[src/rtl/ug_pkg.sv]
package ug_pkg;
  typedef enum logic {
    MODE_MATCH = 1'b0,
    MODE_XFER  = 1'b1
  } ug_mode_e;

  // Presented bit 0 first: C5 3A A3 5C C5 3A A3 5C, each LSB first.
  localparam logic [63:0] UNLOCK_KEY = {8'h5C, 8'hA3, 8'h3A, 8'hC5,
                                        8'h5C, 8'hA3, 8'h3A, 8'hC5};
endpackage

[src/rtl/ug_cyc_detect.sv]
module ug_cyc_detect (
  input  logic clk_i,
  input  logic rst_ni,
  input  logic ce_ni,
  input  logic oe_ni,
  input  logic we_ni,
  input  logic d0_i,
  output logic wr_evt_o,
  output logic rd_evt_o,
  output logic d0_o
);
  logic act_q, wr_q, rd_q, d0_q;

  always_ff @(posedge clk_i or negedge rst_ni) begin
    if (!rst_ni) begin
      act_q <= 1'b0;
      wr_q  <= 1'b0;
      rd_q  <= 1'b0;
      d0_q  <= 1'b0;
    end else begin
      act_q <= ~ce_ni;
      if (!ce_ni) begin
        wr_q <= ~we_ni;
        rd_q <= ~oe_ni;
        d0_q <= d0_i;
      end
    end
  end

  logic end_w;
  assign end_w    = act_q & ce_ni;
  assign wr_evt_o = end_w & wr_q;
  assign rd_evt_o = end_w & ~wr_q & rd_q;
  assign d0_o     = d0_q;
endmodule

[src/rtl/ug_key_match.sv]
module ug_key_match #(
  parameter int              KEY_W = 64,
  parameter logic [KEY_W-1:0] KEY  = '0,
  localparam int             PTR_W = $clog2(KEY_W)
) (
  input  logic             clk_i,
  input  logic             rst_ni,
  input  logic             en_i,
  input  logic             clr_i,
  input  logic             wr_evt_i,
  input  logic             rd_evt_i,
  input  logic             d0_i,
  output logic             hit_o,
  output logic [PTR_W-1:0] ptr_o,
  output logic             miss_o
);
  logic [PTR_W-1:0] ptr_q;
  logic             miss_q;
  logic             last_w, ok_w;

  assign last_w = (ptr_q == PTR_W'(KEY_W - 1));
  assign ok_w   = (d0_i == KEY[ptr_q]);
  assign hit_o  = en_i & ~clr_i & wr_evt_i & ~miss_q & ok_w & last_w;

  always_ff @(posedge clk_i or negedge rst_ni) begin
    if (!rst_ni) begin
      ptr_q  <= '0;
      miss_q <= 1'b0;
    end else if (clr_i) begin
      ptr_q  <= '0;
      miss_q <= 1'b0;
    end else if (en_i) begin
      if (rd_evt_i) begin
        ptr_q  <= '0;
        miss_q <= 1'b0;
      end else if (wr_evt_i && !miss_q) begin
        if (ok_w) ptr_q <= last_w ? '0 : ptr_q + 1'b1;
        else      miss_q <= 1'b1;
      end
    end
  end

  assign ptr_o  = ptr_q;
  assign miss_o = miss_q;
endmodule

[src/rtl/ug_img_shift.sv]
module ug_img_shift #(
  parameter int  IMG_W = 64,
  localparam int CNT_W = $clog2(IMG_W)
) (
  input  logic             clk_i,
  input  logic             rst_ni,
  input  logic             act_i,
  input  logic             load_i,
  input  logic             clr_i,
  input  logic [IMG_W-1:0] cap_i,
  input  logic             wr_evt_i,
  input  logic             rd_evt_i,
  input  logic             d0_i,
  output logic             done_o,
  output logic             bit_o,
  output logic             upd_o,
  output logic [IMG_W-1:0] img_o
);
  logic [IMG_W-1:0] sh_q;
  logic [CNT_W-1:0] cnt_q;
  logic             allwr_q, upd_q;
  logic             step_w, last_w, nbit_w;

  assign step_w = act_i & ~clr_i & (wr_evt_i | rd_evt_i);
  assign last_w = (cnt_q == CNT_W'(IMG_W - 1));
  assign nbit_w = wr_evt_i ? d0_i : sh_q[0];
  assign done_o = step_w & last_w;

  // Rotating image: reads see bit k at sh_q[0]; writes land in bit k after a full turn.
  always_ff @(posedge clk_i or negedge rst_ni) begin
    if (!rst_ni) begin
      sh_q    <= '0;
      cnt_q   <= '0;
      allwr_q <= 1'b0;
      upd_q   <= 1'b0;
    end else begin
      upd_q <= 1'b0;
      if (clr_i) begin
        cnt_q <= '0;
      end else if (load_i) begin
        sh_q    <= cap_i;
        cnt_q   <= '0;
        allwr_q <= 1'b1;
      end else if (step_w) begin
        sh_q    <= {nbit_w, sh_q[IMG_W-1:1]};
        allwr_q <= allwr_q & wr_evt_i;
        cnt_q   <= last_w ? '0 : cnt_q + 1'b1;
        if (last_w && allwr_q && wr_evt_i) upd_q <= 1'b1;
      end
    end
  end

  assign bit_o = sh_q[0];
  assign upd_o = upd_q;
  assign img_o = sh_q;
endmodule

[src/rtl/unlock_gate.sv]
module unlock_gate #(
  parameter int               KEY_W = 64,
  parameter logic [KEY_W-1:0] KEY   = ug_pkg::UNLOCK_KEY,
  parameter int               IMG_W = 64,
  localparam int              PTR_W = $clog2(KEY_W)
) (
  input  logic             clk_i,
  input  logic             rst_ni,
  input  logic             bus_ce_ni,
  input  logic             bus_oe_ni,
  input  logic             bus_we_ni,
  input  logic             bus_d0_i,
  input  logic             abort_ni,
  input  logic             abort_lock_i,
  input  logic [IMG_W-1:0] cap_img_i,
  output logic             mem_ce_no,
  output logic             rd_oe_o,
  output logic             rd_d0_o,
  output logic             upd_valid_o,
  output logic [IMG_W-1:0] upd_img_o
);
  import ug_pkg::*;

  ug_mode_e         mode_q;
  logic             xfer_w, abort_w;
  logic             wr_evt_w, rd_evt_w, d0_w;
  logic             hit_w, miss_w, done_w;
  logic [PTR_W-1:0] ptr_w;

  assign xfer_w  = (mode_q == MODE_XFER);
  assign abort_w = ~abort_ni & ~abort_lock_i;

  ug_cyc_detect i_det (
    .clk_i   (clk_i),
    .rst_ni  (rst_ni),
    .ce_ni   (bus_ce_ni),
    .oe_ni   (bus_oe_ni),
    .we_ni   (bus_we_ni),
    .d0_i    (bus_d0_i),
    .wr_evt_o(wr_evt_w),
    .rd_evt_o(rd_evt_w),
    .d0_o    (d0_w)
  );

  ug_key_match #(.KEY_W(KEY_W), .KEY(KEY)) i_key (
    .clk_i   (clk_i),
    .rst_ni  (rst_ni),
    .en_i    (~xfer_w),
    .clr_i   (abort_w),
    .wr_evt_i(wr_evt_w),
    .rd_evt_i(rd_evt_w),
    .d0_i    (d0_w),
    .hit_o   (hit_w),
    .ptr_o   (ptr_w),
    .miss_o  (miss_w)
  );

  ug_img_shift #(.IMG_W(IMG_W)) i_img (
    .clk_i   (clk_i),
    .rst_ni  (rst_ni),
    .act_i   (xfer_w),
    .load_i  (hit_w),
    .clr_i   (abort_w),
    .cap_i   (cap_img_i),
    .wr_evt_i(wr_evt_w),
    .rd_evt_i(rd_evt_w),
    .d0_i    (d0_w),
    .done_o  (done_w),
    .bit_o   (rd_d0_o),
    .upd_o   (upd_valid_o),
    .img_o   (upd_img_o)
  );

  always_ff @(posedge clk_i or negedge rst_ni) begin
    if (!rst_ni)                      mode_q <= MODE_MATCH;
    else if (abort_w)                 mode_q <= MODE_MATCH;
    else if (!xfer_w && hit_w)        mode_q <= MODE_XFER;
    else if (xfer_w && done_w)        mode_q <= MODE_MATCH;
  end

  assign mem_ce_no = bus_ce_ni | xfer_w;
  assign rd_oe_o   = xfer_w & ~bus_ce_ni & ~bus_oe_ni & bus_we_ni;
endmodule

[config.mk]
export PLATFORM = sky130hd
export DESIGN_NAME = unlock_gate
export DESIGN_NICKNAME = d
export VERILOG_FILES = /design/src/rtl/ug_pkg.sv /design/src/rtl/ug_cyc_detect.sv /design/src/rtl/ug_key_match.sv /design/src/rtl/ug_img_shift.sv /design/src/rtl/unlock_gate.sv
export SDC_FILE = /design/constraint.sdc
export NUM_CORES = 1
export LEC_CHECK = 0
export ABC_AREA = 1
export BUFFER_PORTS_ARGS = -buffer_cell sky130_fd_sc_hd__buf_4
export CAP_MARGIN = 20
export CORE_AREA = 2 2 104 106
export CTS_CLUSTER_DIAMETER = 40
export DETAILED_ROUTE_END_ITERATION = 10
export DIE_AREA = 0 0 106 108
export PLACE_DENSITY_LB_ADDON = 0.1
export SYNTH_ARGS = -nofsm -noshare
export SYNTH_HDL_FRONTEND = slang
export SYNTH_SLANG_ARGS = --single-unit
[constraint.sdc]
create_clock -name clk_i -period 4.8 [get_ports clk_i]
set_input_delay 0 -clock clk_i [delete_from_list [all_inputs] [get_ports clk_i]]
set_output_delay 0 -clock clk_i [all_outputs]
set_load 0.05 [all_outputs]
==> impl_metrics.ini <==
[status]
status = finished, final reports clean

[critical_path]
r2r_end = i_img.img_o[0]
cpPeakStageDelay_ns = 0.57
crit_chain = ha_1, nand2_1, nor2_1, nand2_1, nor3_4, nand2_4, buf_4, nand2_1, nor2_1, nor2_1
criticalPathCategory = flop to flop
r2r.worst_path.cells = 10
crit_family = simple AND/OR/NAND/NOR gates
cp-end-kind = flop
critPathBufInv = 1
r2r_slack_ns = 2.05
cp-start-kind = flop
critPathRequiredTime_ns = 5.04
slowest_stage = buf_4
arrival_ns = 2.99
crit-reg2reg-launch = i_key.ptr_o[0]
path_max_fanout = 77

[run]
drv_cap = 0

[die]
die_height_um = 108
dieArea_um2 = 11400
io_pins = 140
initial_utilization_pct = 49.4
num_rows = 37
die_w_um = 106
coreArea_um2 = 10200

[sta]
whs_ns = 0.0921
worst_slew_pin_slew_ns = 0.784
slew_headroom_pct = 47.7
fin_crit_ns = 2.75
setup_violations = 0
setup_tns_ns = 0
finalCritPeriodShare_pct = 57.4
rsz0062_at_grt = no
fmax_mhz = 363
finClkSkew_ns = 0.0113
drv_slew = 0
final-hold-violation-count = 0

[yosys]
yosysUniqueCellTypes = 24
ys_ff_latch = 84
synth_area_leader_cell = dfrtp_1
synth_cells = 784
synth_area_per_cell_um2 = 6.44
netlist_top_cells_count = nand2_1 (303), inv_1 (151), nand3_1 (143), dfrtp_1 (84), buf_2 (26)
syn-cell-area_um2 = 5050
synthFlopType = dfrtp_1
yosysWarnings = 0
synth_area_leaders = dfrtp_1 (42%), nand2_1 (23%), nand3_1 (14%)
synth-edff-count = 0
seq_area_frac_synth_pct = 41.6
yosysMostFrequentCell = nand2_1
async_flop_share_pct = 100
synth_nets = 858
synth_top_area_share_pct = 41.6

[detailed_routing]
via_count = 5398
drt_pass1_iterations = 5
routed_wl_um = 13600
drc = 0
wire_per_inst_um = 12.2
viasPerCell = 4.87
ant_nets = 0
drt_iter0_drc = 308

[clocking]
cts_tree = yes
cts-root-buf = clkbuf_8
insertion_delay_ns = 0.36
numCtsBuffers = 9
ctsResizeCount = 0
h-tree-depth = 3
cts.path.max_buffers = 2
clk_pin_slew_ns = 0.08
clock_sinks = 84
post_cts_buffers = 0

[min_path]
hold_path_class = input pin to flop
hold_path_end = i_key.ptr_o[5]
holdPathStages = 5
min_from = abort_ni

[placement]
gp_congestion = 0.853
hpwl_um = 8390
io_buffers = 139

[power]
leakage_nw = 3.97
irDropWorstVdd_mv = 0.250
p_per_area_nw_per_um2 = 243

[cells_and_area]
fin_util_pct = 68.7
nFillCells = 890
antenna_cells = 0
largest_reg_flops = 64
drive_above_1_share_pct = 17.2
area_growth_pct = 39.1
layout.nets = 1042

[global_routing]
grt_pass1_vias = 4930
overflow = 0
grt_max_degree = 78
grt_util_all_layers_pct = 24.3
antenna_found_initial = 0
grt_pass1_wl_um = 22500
layout by cell type, fill, tap and decap left out:
cell           instances
a21oi_1                1
nor3_1                 7
nand2_4                1
nand3_1              143
buf_12                 1
clkbuf_8              12
nor3b_1                1
nor2_1                17
xor2_1                 1
nor4_1                 2
nor3_4                 1
nand4_1                8
inv_2                  2
clkinv_2               1
dfrtp_1               84
nand2_1              301
o21ai_0               11
dlygate4sd3_1         71
o21ai_1                2
or2_2                  3
nand3b_1               1
nand2_2                2
ha_1                   2
buf_4                144
a21boi_0               1
inv_1                150
clkbuf_1               3
report_power, final:
part           internal (mW)  switching (mW)  total (mW)
combinational          0.156           0.299       0.455
clock                  0.231           0.246       0.478
sequential             0.736          0.0365       0.773
worst register-to-register path: cells and delay by family (launching register included):
kind,cells,cell delay [ns]
adders and majority gates,1,0.26
DFF,1,0.45
buffers and inverters,1,0.60
and+or+nand+nor,8,1.34
how the worst max path moves through the flow:
stage / start / end / slack (ns) / cells after the start
after floorplan: i_key.ptr_o[0] / i_img.img_o[53] / 2.93 / 12
final: i_key.ptr_o[0] / i_img.img_o[0] / 2.05 / 10
after detailed placement: i_key.ptr_o[0] / i_img.img_o[0] / 2.10 / 10
after global placement: i_key.ptr_o[0] / i_img.img_o[0] / 2.17 / 10
after global routing: i_key.ptr_o[0] / i_img.img_o[55] / 1.87 / 10
after CTS: i_key.ptr_o[0] / i_img.img_o[0] / 2.09 / 10
routing by layer:
metal  track usage [%]  routed length [um]  vias to the layer above
met2              40.8                6480                      205
met1              30.9                5720                     2423
met4              10.7                 461                        0
li1                  -                   -                     2733
met5                 0                   0                        -
met3              4.46                 899                       37
kinds of logic after synthesis:
group | Yosys count | share of synthesized area [%]
fa+ha+maj | 2 | 0.495
buf+inv | 195 | 15.2
compound gates | 15 | 1.54
flops | 84 | 41.6
simple gates | 487 | 41.0
xor+xnor | 1 | 0.173
cell type report:
cell class | count | area (um^2) | area share, %
clock inverter | 1 | 5.00 | 0.0712
tap | 136 | 170 | 2.42
timing repair buffer | 216 | 1810 | 25.8
clock buffer | 15 | 176 | 2.51
sequential | 84 | 2100 | 29.9
multi-input combinational | 505 | 2190 | 31.2
inverter | 152 | 571 | 8.12
through the flow:
| stage | cells | setup WS, ns | total power [mW] | area [um^2] |
|---|---|---|---|---|
| global route | 1109 | 1.87 | 1.80 | 7030 |
| detailed placement | 1021 | 2.10 | 1.19 | 6120 |
| global placement | 1021 | 2.17 | 1.19 | 6120 |
| CTS | 1108 | 2.09 | 1.72 | 7010 |
| floorplan | 784 | 2.93 | 1.05 | 5050 |
| finish | 1109 | 2.05 | 1.71 | 7030 |
timing repair:
action                     in CTS  in global routing
hold buffers                   71                  0
hold endpoints to repair      104                  0
setup endpoints to repair       0                  0
(Power assumes the default switching activity.)
